===== src/rtl/tdr_pkg.sv =====
package tdr_pkg;
  typedef enum logic {
    SEL_VENDOR = 1'b0,
    SEL_ARCH   = 1'b1
  } id_sel_e;

  localparam int STALL_CYCLES = 2;
endpackage


===== src/rtl/tdr_tuple_lookup.sv =====
module tdr_tuple_lookup #(
  parameter int NUM_ENG = 4,
  parameter int ID_W    = 8,
  parameter logic [NUM_ENG*ID_W-1:0] VID_TBL = '0,
  parameter logic [NUM_ENG*ID_W-1:0] AID_TBL = '0,
  localparam int IDX_W = (NUM_ENG > 1) ? $clog2(NUM_ENG) : 1
) (
  input  logic [ID_W-1:0]  vid,
  input  logic [ID_W-1:0]  aid,
  output logic             hit,
  output logic [IDX_W-1:0] idx
);
  // Scan from the top entry down so the lowest matching entry wins.
  always_comb begin
    hit = 1'b0;
    idx = '0;
    for (int k = NUM_ENG - 1; k >= 0; k--) begin
      if (VID_TBL[k*ID_W +: ID_W] == vid && AID_TBL[k*ID_W +: ID_W] == aid) begin
        hit = 1'b1;
        idx = IDX_W'(k);
      end
    end
  end
endmodule


===== src/rtl/tdr_hart_ctx.sv =====
module tdr_hart_ctx
  import tdr_pkg::*;
#(
  parameter int NUM_ENG  = 4,
  parameter int ID_W     = 8,
  parameter bit WRITABLE = 1'b1,
  parameter logic [NUM_ENG*ID_W-1:0] VID_TBL = '0,
  parameter logic [NUM_ENG*ID_W-1:0] AID_TBL = '0,
  localparam int IDX_W = (NUM_ENG > 1) ? $clog2(NUM_ENG) : 1,
  localparam int CNT_W = $clog2(STALL_CYCLES + 1)
) (
  input  logic             clk,
  input  logic             rst_n,
  input  logic             wr_en,
  input  id_sel_e          wr_sel,
  input  logic [ID_W-1:0]  wr_data,
  input  logic             trap_hit,
  output logic [IDX_W-1:0] cur_idx,
  output logic [IDX_W-1:0] act_idx,
  output logic             stall
);
  logic             stg_vld_q, stg_vld_n;
  logic [ID_W-1:0]  stg_vid_q, stg_vid_n;
  logic [IDX_W-1:0] cur_q, cur_n, act_q, act_n;
  logic [CNT_W-1:0] cnt_q, cnt_n;
  logic [ID_W-1:0]  cand_vid;
  logic             cand_hit;
  logic [IDX_W-1:0] cand_idx;
  logic             wr_ok, commit_chg;

  assign wr_ok    = WRITABLE && wr_en;
  assign cand_vid = stg_vld_q ? stg_vid_q : VID_TBL[cur_q*ID_W +: ID_W];

  tdr_tuple_lookup #(
    .NUM_ENG(NUM_ENG), .ID_W(ID_W), .VID_TBL(VID_TBL), .AID_TBL(AID_TBL)
  ) u_lookup (
    .vid(cand_vid), .aid(wr_data), .hit(cand_hit), .idx(cand_idx)
  );

  assign commit_chg = wr_ok && (wr_sel == SEL_ARCH) && cand_hit && (cand_idx != cur_q);

  always_comb begin
    stg_vld_n = stg_vld_q;
    stg_vid_n = stg_vid_q;
    cur_n     = cur_q;
    act_n     = act_q;
    cnt_n     = cnt_q;
    if (wr_ok) begin
      if (wr_sel == SEL_VENDOR) begin
        stg_vld_n = 1'b1;
        stg_vid_n = wr_data;
      end else begin
        stg_vld_n = 1'b0;
      end
    end else if (trap_hit) begin
      stg_vld_n = 1'b0;
    end
    if (commit_chg) begin
      cur_n = cand_idx;
      cnt_n = CNT_W'(STALL_CYCLES);
    end else if (cnt_q != '0) begin
      cnt_n = cnt_q - 1'b1;
      if (cnt_q == CNT_W'(1)) act_n = cur_q;
    end
  end

  always_ff @(posedge clk or negedge rst_n) begin
    if (!rst_n) begin
      stg_vld_q <= 1'b0;
      stg_vid_q <= '0;
      cur_q     <= '0;
      act_q     <= '0;
      cnt_q     <= '0;
    end else begin
      stg_vld_q <= stg_vld_n;
      stg_vid_q <= stg_vid_n;
      cur_q     <= cur_n;
      act_q     <= act_n;
      cnt_q     <= cnt_n;
    end
  end

  assign cur_idx = cur_q;
  assign act_idx = act_q;
  assign stall   = (cnt_q != '0);
endmodule


===== src/rtl/tdr_router.sv =====
module tdr_router
  import tdr_pkg::*;
#(
  parameter int NUM_HARTS = 2,
  parameter int NUM_ENG   = 4,
  parameter int ID_W      = 8,
  parameter int ADDR_W    = 32,
  parameter bit WRITABLE  = 1'b1,
  parameter logic [NUM_ENG*ID_W-1:0]   VID_TBL  = {8'h33, 8'h22, 8'h11, 8'h11},
  parameter logic [NUM_ENG*ID_W-1:0]   AID_TBL  = {8'h07, 8'h01, 8'h02, 8'h01},
  parameter logic [NUM_ENG*ADDR_W-1:0] TRAP_TBL = {32'h4000, 32'h3000, 32'h2000, 32'h1000},
  localparam int IDX_W  = (NUM_ENG > 1) ? $clog2(NUM_ENG) : 1,
  localparam int HART_W = (NUM_HARTS > 1) ? $clog2(NUM_HARTS) : 1
) (
  input  logic              clk,
  input  logic              rst_n,
  input  logic              csr_we,
  input  logic              csr_sel,
  input  logic [HART_W-1:0] csr_hart,
  input  logic [ID_W-1:0]   csr_wdata,
  output logic [ID_W-1:0]   csr_rdata,
  input  logic              insn_valid,
  input  logic [HART_W-1:0] dec_hart,
  input  logic [NUM_ENG-1:0] eng_match,
  output logic [NUM_ENG-1:0] eng_en,
  output logic              dec_valid,
  output logic              dec_illegal,
  output logic [IDX_W-1:0]  dec_sel,
  output logic              stall,
  input  logic              trap_entry,
  input  logic [HART_W-1:0] trap_hart,
  output logic [ADDR_W-1:0] trap_base
);
  logic rst_s1_q, rst_s2_q;
  always_ff @(posedge clk or negedge rst_n) begin
    if (!rst_n) begin
      rst_s1_q <= 1'b0;
      rst_s2_q <= 1'b0;
    end else begin
      rst_s1_q <= 1'b1;
      rst_s2_q <= rst_s1_q;
    end
  end

  logic [IDX_W-1:0] cur_idx [NUM_HARTS];
  logic [IDX_W-1:0] act_idx [NUM_HARTS];
  logic [NUM_HARTS-1:0] hart_stall;
  logic [NUM_HARTS*IDX_W-1:0] cur_flat;

  for (genvar h = 0; h < NUM_HARTS; h++) begin : g_hart
    tdr_hart_ctx #(
      .NUM_ENG(NUM_ENG), .ID_W(ID_W), .WRITABLE(WRITABLE),
      .VID_TBL(VID_TBL), .AID_TBL(AID_TBL)
    ) u_ctx (
      .clk      (clk),
      .rst_n    (rst_s2_q),
      .wr_en    (csr_we && (csr_hart == HART_W'(h))),
      .wr_sel   (id_sel_e'(csr_sel)),
      .wr_data  (csr_wdata),
      .trap_hit (trap_entry && (trap_hart == HART_W'(h))),
      .cur_idx  (cur_idx[h]),
      .act_idx  (act_idx[h]),
      .stall    (hart_stall[h])
    );
    assign cur_flat[h*IDX_W +: IDX_W] = cur_idx[h];
  end

  logic [IDX_W-1:0] rd_idx, tb_idx;
  logic             hit_any;

  assign rd_idx    = cur_idx[csr_hart];
  assign csr_rdata = csr_sel ? AID_TBL[rd_idx*ID_W +: ID_W] : VID_TBL[rd_idx*ID_W +: ID_W];
  assign tb_idx    = cur_idx[trap_hart];
  assign trap_base = TRAP_TBL[tb_idx*ADDR_W +: ADDR_W];

  assign dec_sel     = act_idx[dec_hart];
  assign stall       = hart_stall[dec_hart];
  assign eng_en      = NUM_ENG'(1) << dec_sel;
  assign hit_any     = |(eng_match & eng_en);
  assign dec_valid   = insn_valid && !stall && hit_any;
  assign dec_illegal = insn_valid && !stall && !hit_any;
endmodule


===== config.mk =====
export PLATFORM = sky130hd
export DESIGN_NAME = tdr_router
export DESIGN_NICKNAME = d
export VERILOG_FILES = /design/src/rtl/tdr_pkg.sv /design/src/rtl/tdr_tuple_lookup.sv /design/src/rtl/tdr_hart_ctx.sv /design/src/rtl/tdr_router.sv
export SDC_FILE = /design/constraint.sdc
export NUM_CORES = 1
export LEC_CHECK = 0
export BUFFER_PORTS_ARGS = -buffer_cell sky130_fd_sc_hd__buf_2
export CORE_MARGIN = 1
export CORE_UTILIZATION = 55
export DETAILED_ROUTE_END_ITERATION = 12
export PLACE_DENSITY = 0.85
export SKIP_LAST_GASP = 1
export SYNTH_ARGS = -nofsm -noshare
export SYNTH_HDL_FRONTEND = slang
export SYNTH_HIERARCHICAL = 1
export SYNTH_SLANG_ARGS = --single-unit

===== constraint.sdc =====
create_clock -name clk -period 4.4 [get_ports clk]
set_clock_uncertainty 0.2 [all_clocks]
set_input_delay 0.22 -clock clk [delete_from_list [all_inputs] [get_ports clk]]
set_output_delay 0.22 -clock clk [all_outputs]
set_load 0.01 [all_outputs]

== Word level (Yosys, flattened, before mapping) ==
Cells that the tools add are included.

* $add $sub $neg: 2
* Magnitude comparators: 4
* Eq/ne operators: 13
* Shifts and indexed selects: 6
* Muxes and demuxes: 39
* Bitwise logic cells: 9
* Reduce and logical (&&, ||, !) cells: 34

{| class="wikitable"
|+ Operators by type and width
! kind !! number
|-
| $shiftx A128 B8 Y32 const A || 1
|-
| $shiftx A32 B6 Y8 const A || 4
|-
| $mux W2 || 21
|-
| $eq A6 B8 Y1 const A || 4
|-
| $mux W8 || 3
|-
| $logic_and A1 B1 Y1 || 21
|-
| $eq A5 B8 Y1 const A || 2
|-
| $mux W1 || 15
|-
| $reduce_bool A2 Y1 || 6
|-
| $eq A1 B8 Y1 const A || 1
|-
| $eq A2 B8 Y1 const A || 1
|-
| $eq A3 B8 Y1 const A || 1
|-
| $ge A2 B2 Y1 const B || 3
|-
| $not A1 Y2 || 3
|-
| $reduce_and A3 Y1 || 2
|-
| $not A1 Y1 || 5
|-
| $and A4 B4 Y4 || 1
|-
| $eq A2 B1 Y1 const B || 2
|-
| $ne A2 B2 Y1 || 2
|-
| $reduce_and A2 Y1 || 2
|-
| $reduce_or A4 Y1 || 1
|-
| $shl A1 B2 Y4 const A || 1
|-
| $sub A2 B1 Y2 const B || 2
|-
| $logic_not A1 Y1 || 2
|-
| $lt A1 B2 Y1 const B || 1
|}

* Register bits after elaboration: 32
* Output and inout bits: 49
* Logic and storage cells: 119

== Logic depth before layout (Yosys ltp) ==
* Word-level depth: 12
* Gate-level depth with buffers: 11
* Gate-level depth less buffers: 9

== Modules after synthesis ==
Netlist, hierarchy kept.

{| class="wikitable"
|+ By module, submodules not included
! module !! times used !! cells each !! area an instance (µm²) !! seq. area each (µm²)
|-
| tdr_hart_ctx || 2 || 70 || 740.7 || 375.4
|-
| tdr_router || 1 || 77 || 569.3 || 50.0
|-
| tdr_tuple_lookup || 2 || 17 || 112.6 || 0.0
|}

== Worst setup path after synthesis ==
Ideal clock, no wire load.

* Path kind: register to register
* Start: register g_hart[0].u_ctx.stg_vld_q
* End: register g_hart[0].u_ctx.cur_q[0]
* Setup time: 0.125 ns
* Arrival time: 2.447 ns
* Required time: 4.075 ns
* Path slack: 1.628 ns
* Cell stages (with the launch flop): 11
* Buffers on the path: 2
* Period minus slack after synthesis: 2.772 ns
* Cell sequence: dfrtp_1 > buf_2 > or2b_1 > nor2_1 > a21oi_1 > or4_1 > a211o_1 > a21oi_2 > and3_1 > buf_2 > mux2_2

* Word-level cells in the longest chain between the ends: 9
* Elaborated cells between the ends (all ways): 19
* Those cells by class: eq/ne: 4; mux: 9; reduce/logical: 6

{| class="wikitable"
|+ RTL lines
! item !! line !! text
|-
| start, declared || tdr_hart_ctx.sv:22 || <nowiki>logic stg_vld_q, stg_vld_n;</nowiki>
|-
| start signal, assigned || tdr_hart_ctx.sv:75 || <nowiki>stg_vld_q <= stg_vld_n;</nowiki>
|-
| $mux W8 * || tdr_hart_ctx.sv:32 || <nowiki>assign cand_vid = stg_vld_q ? stg_vid_q : VID_TBL[cur_q*ID_W +: ID_W];</nowiki>
|-
| via g_hart[0].u_ctx.cand_vid[4] || tdr_hart_ctx.sv:26 || <nowiki>logic [ID_W-1:0] cand_vid;</nowiki>
|-
| $eq A6 B8 Y1 || tdr_tuple_lookup.sv:18 || <nowiki>if (VID_TBL[k*ID_W +: ID_W] == vid && AID_TBL[k*ID_W +: ID_W] == aid) begin</nowiki>
|-
| $logic_and A1 B1 Y1 || tdr_tuple_lookup.sv:18 ||
|-
| $mux W1 (3 in series) || tdr_tuple_lookup.sv:18 ||
|-
| $mux W1 * || tdr_tuple_lookup.sv:18 ||
|-
| via g_hart[0].u_ctx.cand_hit || tdr_hart_ctx.sv:27 || <nowiki>logic cand_hit;</nowiki>
|-
| $logic_and A1 B1 Y1 * (2 in series) || tdr_hart_ctx.sv:40 || <nowiki>assign commit_chg = wr_ok && (wr_sel == SEL_ARCH) && cand_hit && (cand_idx != cur_q);</nowiki>
|-
| end signal, assigned || tdr_hart_ctx.sv:77 || <nowiki>cur_q <= cur_n;</nowiki>
|-
| end, declared || tdr_hart_ctx.sv:24 || <nowiki>logic [IDX_W-1:0] cur_q, cur_n, act_q, act_n;</nowiki>
|}

The timed path passes the listed nets; every way through them passes the cells marked *.
A chain may end at the register's enable or synchronous reset.

== Final worst setup path ==
* Start: register g_hart[0].u_ctx.cur_q[1]
* End: register g_hart[0].u_ctx.act_q[0]

* Word-level cells in the longest chain between the ends: 12
* Elaborated cells between the ends (all ways): 22
* Those cells by class: eq/ne: 4; shift: 1; mux: 9; bitwise: 1; reduce/logical: 7

{| class="wikitable"
|+ RTL lines
! item !! line !! text
|-
| $shiftx A32 B6 Y8 * || tdr_hart_ctx.sv:32 ||
|-
| $mux W8 * || tdr_hart_ctx.sv:32 ||
|-
| via g_hart[0].u_ctx.cand_vid[4] || tdr_hart_ctx.sv:26 ||
|-
| $eq A6 B8 Y1 || tdr_tuple_lookup.sv:18 ||
|-
| $logic_and A1 B1 Y1 || tdr_tuple_lookup.sv:18 ||
|-
| $mux W2 (3 in series) || tdr_tuple_lookup.sv:18 ||
|-
| $mux W2 * || tdr_tuple_lookup.sv:18 ||
|-
| via g_hart[0].u_ctx.cand_idx[1] || tdr_hart_ctx.sv:28 || <nowiki>logic [IDX_W-1:0] cand_idx;</nowiki>
|-
| $ne A2 B2 Y1 * || tdr_hart_ctx.sv:40 ||
|-
| $logic_and A1 B1 Y1 * || tdr_hart_ctx.sv:40 ||
|-
| $not A1 Y1 (no line) * || -- ||
|-
| $reduce_and A3 Y1 (no line) * || -- ||
|-
| end signal, assigned || tdr_hart_ctx.sv:78 || <nowiki>act_q <= act_n;</nowiki>
|-
| end, declared || tdr_hart_ctx.sv:24 ||
|}

Marks and branches as above.

==> results.rst <==
.. list-table::
   :header-rows: 1

   * - Metric
     - Value
   * - Startpoint kind of the worst setup timing path
     - flop
   * - Post-Synthesis Cell Area
     - 0.00228 mm²
   * - Total of max-cap violations
     - 0
   * - Filler Cells Inserted
     - 355
   * - Clock buffers created by TritonCTS
     - 5
   * - Worst Reg2Reg Path Length in Cells
     - 9
   * - Max Buffers Root-to-Sink
     - 2
   * - # port buffers
     - 37
   * - Clock transition time at the flip-flop clock pins of the worst setup and hold paths
     - 0.06 ns
   * - Detail-routed net length per standard cell
     - 13.0 µm
   * - Largest fanout of any net on the critical path
     - 8
   * - Outcome
     - finished, final reports clean
   * - Master cell of the clock root buffer
     - clkbuf_8
   * - Number of antenna violations at the first check in global routing
     - 0
   * - Placement row count
     - 23
   * - TritonCTS clock tree
     - built
   * - Data arrival time at the worst-slack endpoint
     - 2.93 ns
   * - Largest family of logic cells by synthesized area
     - simple AND/OR/NAND/NOR gates
   * - Critical Path End Type
     - flop
   * - Yosys warning total
     - 6
   * - Gate count after technology mapping
     - 251
   * - Share of final-layout standard cells stronger than drive strength 1
     - 25.1%
   * - Via-per-instance ratio
     - 5.25
   * - I/O pin cnt
     - 70
   * - XOR/XNOR Fraction of Synth Area
     - 3.08%
   * - Routed Wire Length
     - 4.43 mm
   * - Critical Path Slowest Stage Cell
     - or4_1
   * - Overall track demand over capacity in global routing
     - 23.2%
   * - Sequential power share
     - 44.2%
   * - FFs w/ async S/R, synth
     - 100%
   * - Die span in x
     - 66.3 µm
   * - Cell Pwr Density
     - 341 mW/mm²
   * - Worst rel slew slack
     - 45.0%
   * - Sw Share
     - 32.4%
   * - Global-route wire length before repair
     - 7.60 mm
   * - Net Switching
     - 0.000274 W
   * - Number of buffers and inverters on the critical path
     - 0
   * - Initial DRC Count
     - 58
   * - Antenna-violating nets left
     - 0
   * - Post-detail-place hpwl
     - 3.45 mm
   * - Hold_sp
     - csr_wdata[7]
   * - Fraction of power consumed by the clock network
     - 24.4%
   * - Global route overflow
     - 0
   * - Number of synthesized flops with an enable pin
     - 0
   * - Data required time of the worst path
     - 4.35 ns
   * - Endpoints failing setup
     - 0
   * - CTS sink cnt
     - 32
   * - Overall die area
     - 0.00440 mm²
   * - Fin crit share
     - 67.8%
   * - Share of synthesized area occupied by flip-flops and latches
     - 35.2%
   * - Final Worst Setup Slack
     - 1.42 ns
   * - Final layout net count
     - 317
   * - Adder-cell share of the synthesized area
     - 2.75%
   * - Cell family with most CP delay
     - simple AND/OR/NAND/NOR gates
   * - Critical path type
     - reg -> reg
   * - Die span in y
     - 66.3 µm
   * - Largest net degree at the start of global routing
     - 29
   * - CTS H-Tree Depth
     - 2
   * - Final Slew Violations
     - 0
   * - Dominant cell type by area after synthesis
     - dfrtp_1
   * - Number of synthesized register bits
     - 32
   * - Layout area overhead
     - 8.74%
   * - Delay of the slowest cell on the worst path
     - 0.54 ns
   * - Placer Congestion
     - 0.831
   * - DRC violation count after routing
     - 0
   * - Cells on Worst Hold Path
     - 2
   * - Synth area leaders
     - dfrtp_1 (35%), buf_4 (11%), mux2_2 (9.9%), nand2_1 (4.1%), and2_1 (3.0%)
   * - First-pass iteration count of the detailed router
     - 4
   * - Most frequent cell on the critical path
     - nor2_1
   * - Sum of negative setup slack
     - 0 ns
   * - Top-area cell type share of the netlist area
     - 35.2%
   * - Routed vias
     - 1790
   * - Internal power component
     - 0.000571 W
   * - Hold Crit Endpoint
     - g_hart[0].u_ctx/stg_vid_q[7]$_DFFE_PN0P_
   * - Leak Pwr
     - 1.26 nW
   * - Path class of the lowest-slack min-delay path
     - in -> reg
   * - Logic gate share of total power
     - 31.4%
   * - Series of cell instances along the critical path
     - or2b_1 -> nor2_1 -> a21oi_1 -> or4_1 -> a211o_1 -> nor2_1 -> xor2_1 -> o21a_1 -> o211ai_1
   * - Maximum clock frequency
     - 0.335 GHz
   * - Mux contribution to synthesized area
     - 12.0%
   * - Starting Density
     - 56.9%
   * - Endpoint of the most critical register-to-register path
     - g_hart[0].u_ctx/act_idx[0]$_DFFE_PN0P_
   * - Cell count after placement
     - 331
   * - Floorplan core area
     - 0.00400 mm²
   * - Setup repair bufs after CTS
     - 0
   * - Main synth FF type
     - dfrtp_1
   * - VDD IR max
     - 0.281 mV
   * - Source of the worst register-to-register timing path
     - g_hart[0].u_ctx/cur_idx[1]$_DFFE_PN0P_
   * - Average instance area after synthesis
     - 9.07 µm²
   * - Source-to-sink clock delay at the later pin of the worst-skew pair
     - 0.28 ns
   * - Worst R2R Setup Slack
     - 1.42 ns
   * - Number of global-route vias before repair
     - 1681
   * - Slew at the pin with the worst max-slew slack
     - 0.823 ns
   * - Final worst path period need
     - 2.98 ns
   * - Setup repair after global routing missed its margin
     - false
   * - Synth unique cells
     - 40
   * - Setup slack after placement
     - 1.47 ns
   * - Synthesized-area fraction occupied by and/or/nand/nor cells
     - 22.3%
   * - Post-layout instance count excluding filler cells
     - 341
   * - Number of hold violations in the final report
     - 0
   * - Compound-gate portion of the synthesized area
     - 9.40%
   * - Total inserted antenna cells
     - 0
   * - Resized Gates After CTS
     - 0
   * - Hold-fix buffers at CTS
     - 3
[layout make-up]
type | instances | area (µm²) | share of cell area, %
clock buffer | 6 | 72.6 | 2.93
inverter | 16 | 60.1 | 2.43
sequential | 32 | 801 | 32.4
tap | 50 | 62.6 | 2.53
timing repair buffer | 41 | 223 | 9.00
clock inverter | 1 | 5.00 | 0.202
multi-input combinational | 195 | 1250 | 50.6
[worst max-delay path by stage]
stage,start,to,slack (ns),cells after the start
2_1_floorplan,g_hart[0].u_ctx/stg_vld_q$_DFFE_PN0P_,g_hart[0].u_ctx/cur_idx[0]$_DFFE_PN0P_,1.63,10
3_3_place_gp,g_hart[0].u_ctx/cur_idx[1]$_DFFE_PN0P_,g_hart[0].u_ctx/cnt_q[1]$_DFFE_PN0P_,1.54,9
3_5_place_dp,g_hart[0].u_ctx/cur_idx[1]$_DFFE_PN0P_,g_hart[0].u_ctx/cnt_q[1]$_DFFE_PN0P_,1.47,9
4_1_cts,g_hart[0].u_ctx/cur_idx[1]$_DFFE_PN0P_,g_hart[0].u_ctx/act_idx[0]$_DFFE_PN0P_,1.45,9
5_1_grt,g_hart[0].u_ctx/cur_idx[1]$_DFFE_PN0P_,g_hart[0].u_ctx/act_idx[0]$_DFFE_PN0P_,1.23,9
6_report,g_hart[0].u_ctx/cur_idx[1]$_DFFE_PN0P_,g_hart[0].u_ctx/act_idx[0]$_DFFE_PN0P_,1.42,9
[routing by layer]
layer,track usage (%),wire [µm],vias to the layer above
met4,10.9,72,0
met5,0,0,-
li1,-,-,863
met2,38.9,2350,58
met1,27.8,1820,860
met3,5.34,189,9
[cell usage in the layout (no fill, tap or decap), types with 4 or more instances in the layout]
master,instances
a21o_1,4
o21ai_0,5
inv_1,14
a21oi_1,4
nand2_1,25
dfrtp_1,32
nor4_1,4
buf_2,37
o211ai_1,8
mux2_2,20
nor2b_1,8
xor2_1,6
clkbuf_8,5
ha_1,5
conb_1,33
nand3_1,7
and2_1,11
nor2_1,15
[registers in the layout, indices dropped and copies added, names as in the netlist]
register	cells
g_hart.u_ctx/stg_vid_q	16
g_hart.u_ctx/cur_idx	4
g_hart.u_ctx/act_idx	4
g_hart.u_ctx/cnt_q	4
rst_s2_q	1
rst_s1_q	1
g_hart.u_ctx/stg_vld_q	2
[worst reg2reg max path: stages (launching register included)]
cell and delay (ns):
dfrtp_1 0.48, or2b_1 0.30, nor2_1 0.13, a21oi_1 0.10, or4_1 0.55, a211o_1 0.34, nor2_1 0.15, xor2_1 0.27
o21a_1 0.23, o211ai_1 0.11
[through the flow]
stage / hold slack [ns] / area (µm²) / utilization, % / total power (W)
global placement: -0.195 / 2370 / 59.2 / 0.000619
global route: 0.0235 / 2470 / 61.9 / 0.000909
floorplan: -0.276 / 2390 / - / 0.000590
CTS: 0.0103 / 2470 / 61.9 / 0.000850
finish: 0.0144 / 2470 / 61.9 / 0.000845
detailed placement: -0.192 / 2370 / 59.2 / 0.000640
[power by group through the flow]
stage | clock network, W | logic [W] | registers (W)
after floorplan | 0 | 0.000218 | 0.000371
after global placement | 0 | 0.000244 | 0.000375
after detailed placement | 0 | 0.000260 | 0.000379
after CTS | 0.000211 | 0.000266 | 0.000373
after global routing | 0.000221 | 0.000309 | 0.000380
final | 0.000206 | 0.000265 | 0.000374
[cell usage after synthesis (3+ instances only)]
cell type	instances
a21o_1	4
and2_1	11
nor2_1	15
o211ai_1	8
buf_4	34
dfrtp_1	32
or2_1	3
nor4_1	4
mux2_2	20
a21oi_1	4
inv_1	14
buf_2	5
xor2_1	6
ha_1	5
o21ai_0	5
nor2b_1	8
nand3_1	7
nand4_1	3
nand2_1	25
[logic make-up (layout without fill, tap and decap cells)]
logic type	Yosys count	in the layout
AND/OR/NAND/NOR	94	94
buffers and inverters	55	64
flip-flops	32	32
AO/OA/AOI/OAI	31	31
multiplexers	24	24
XOR/XNOR	8	8
adder cells (fa/ha/maj)	5	5
other	2	33
(Power assumes the default switching activity.)
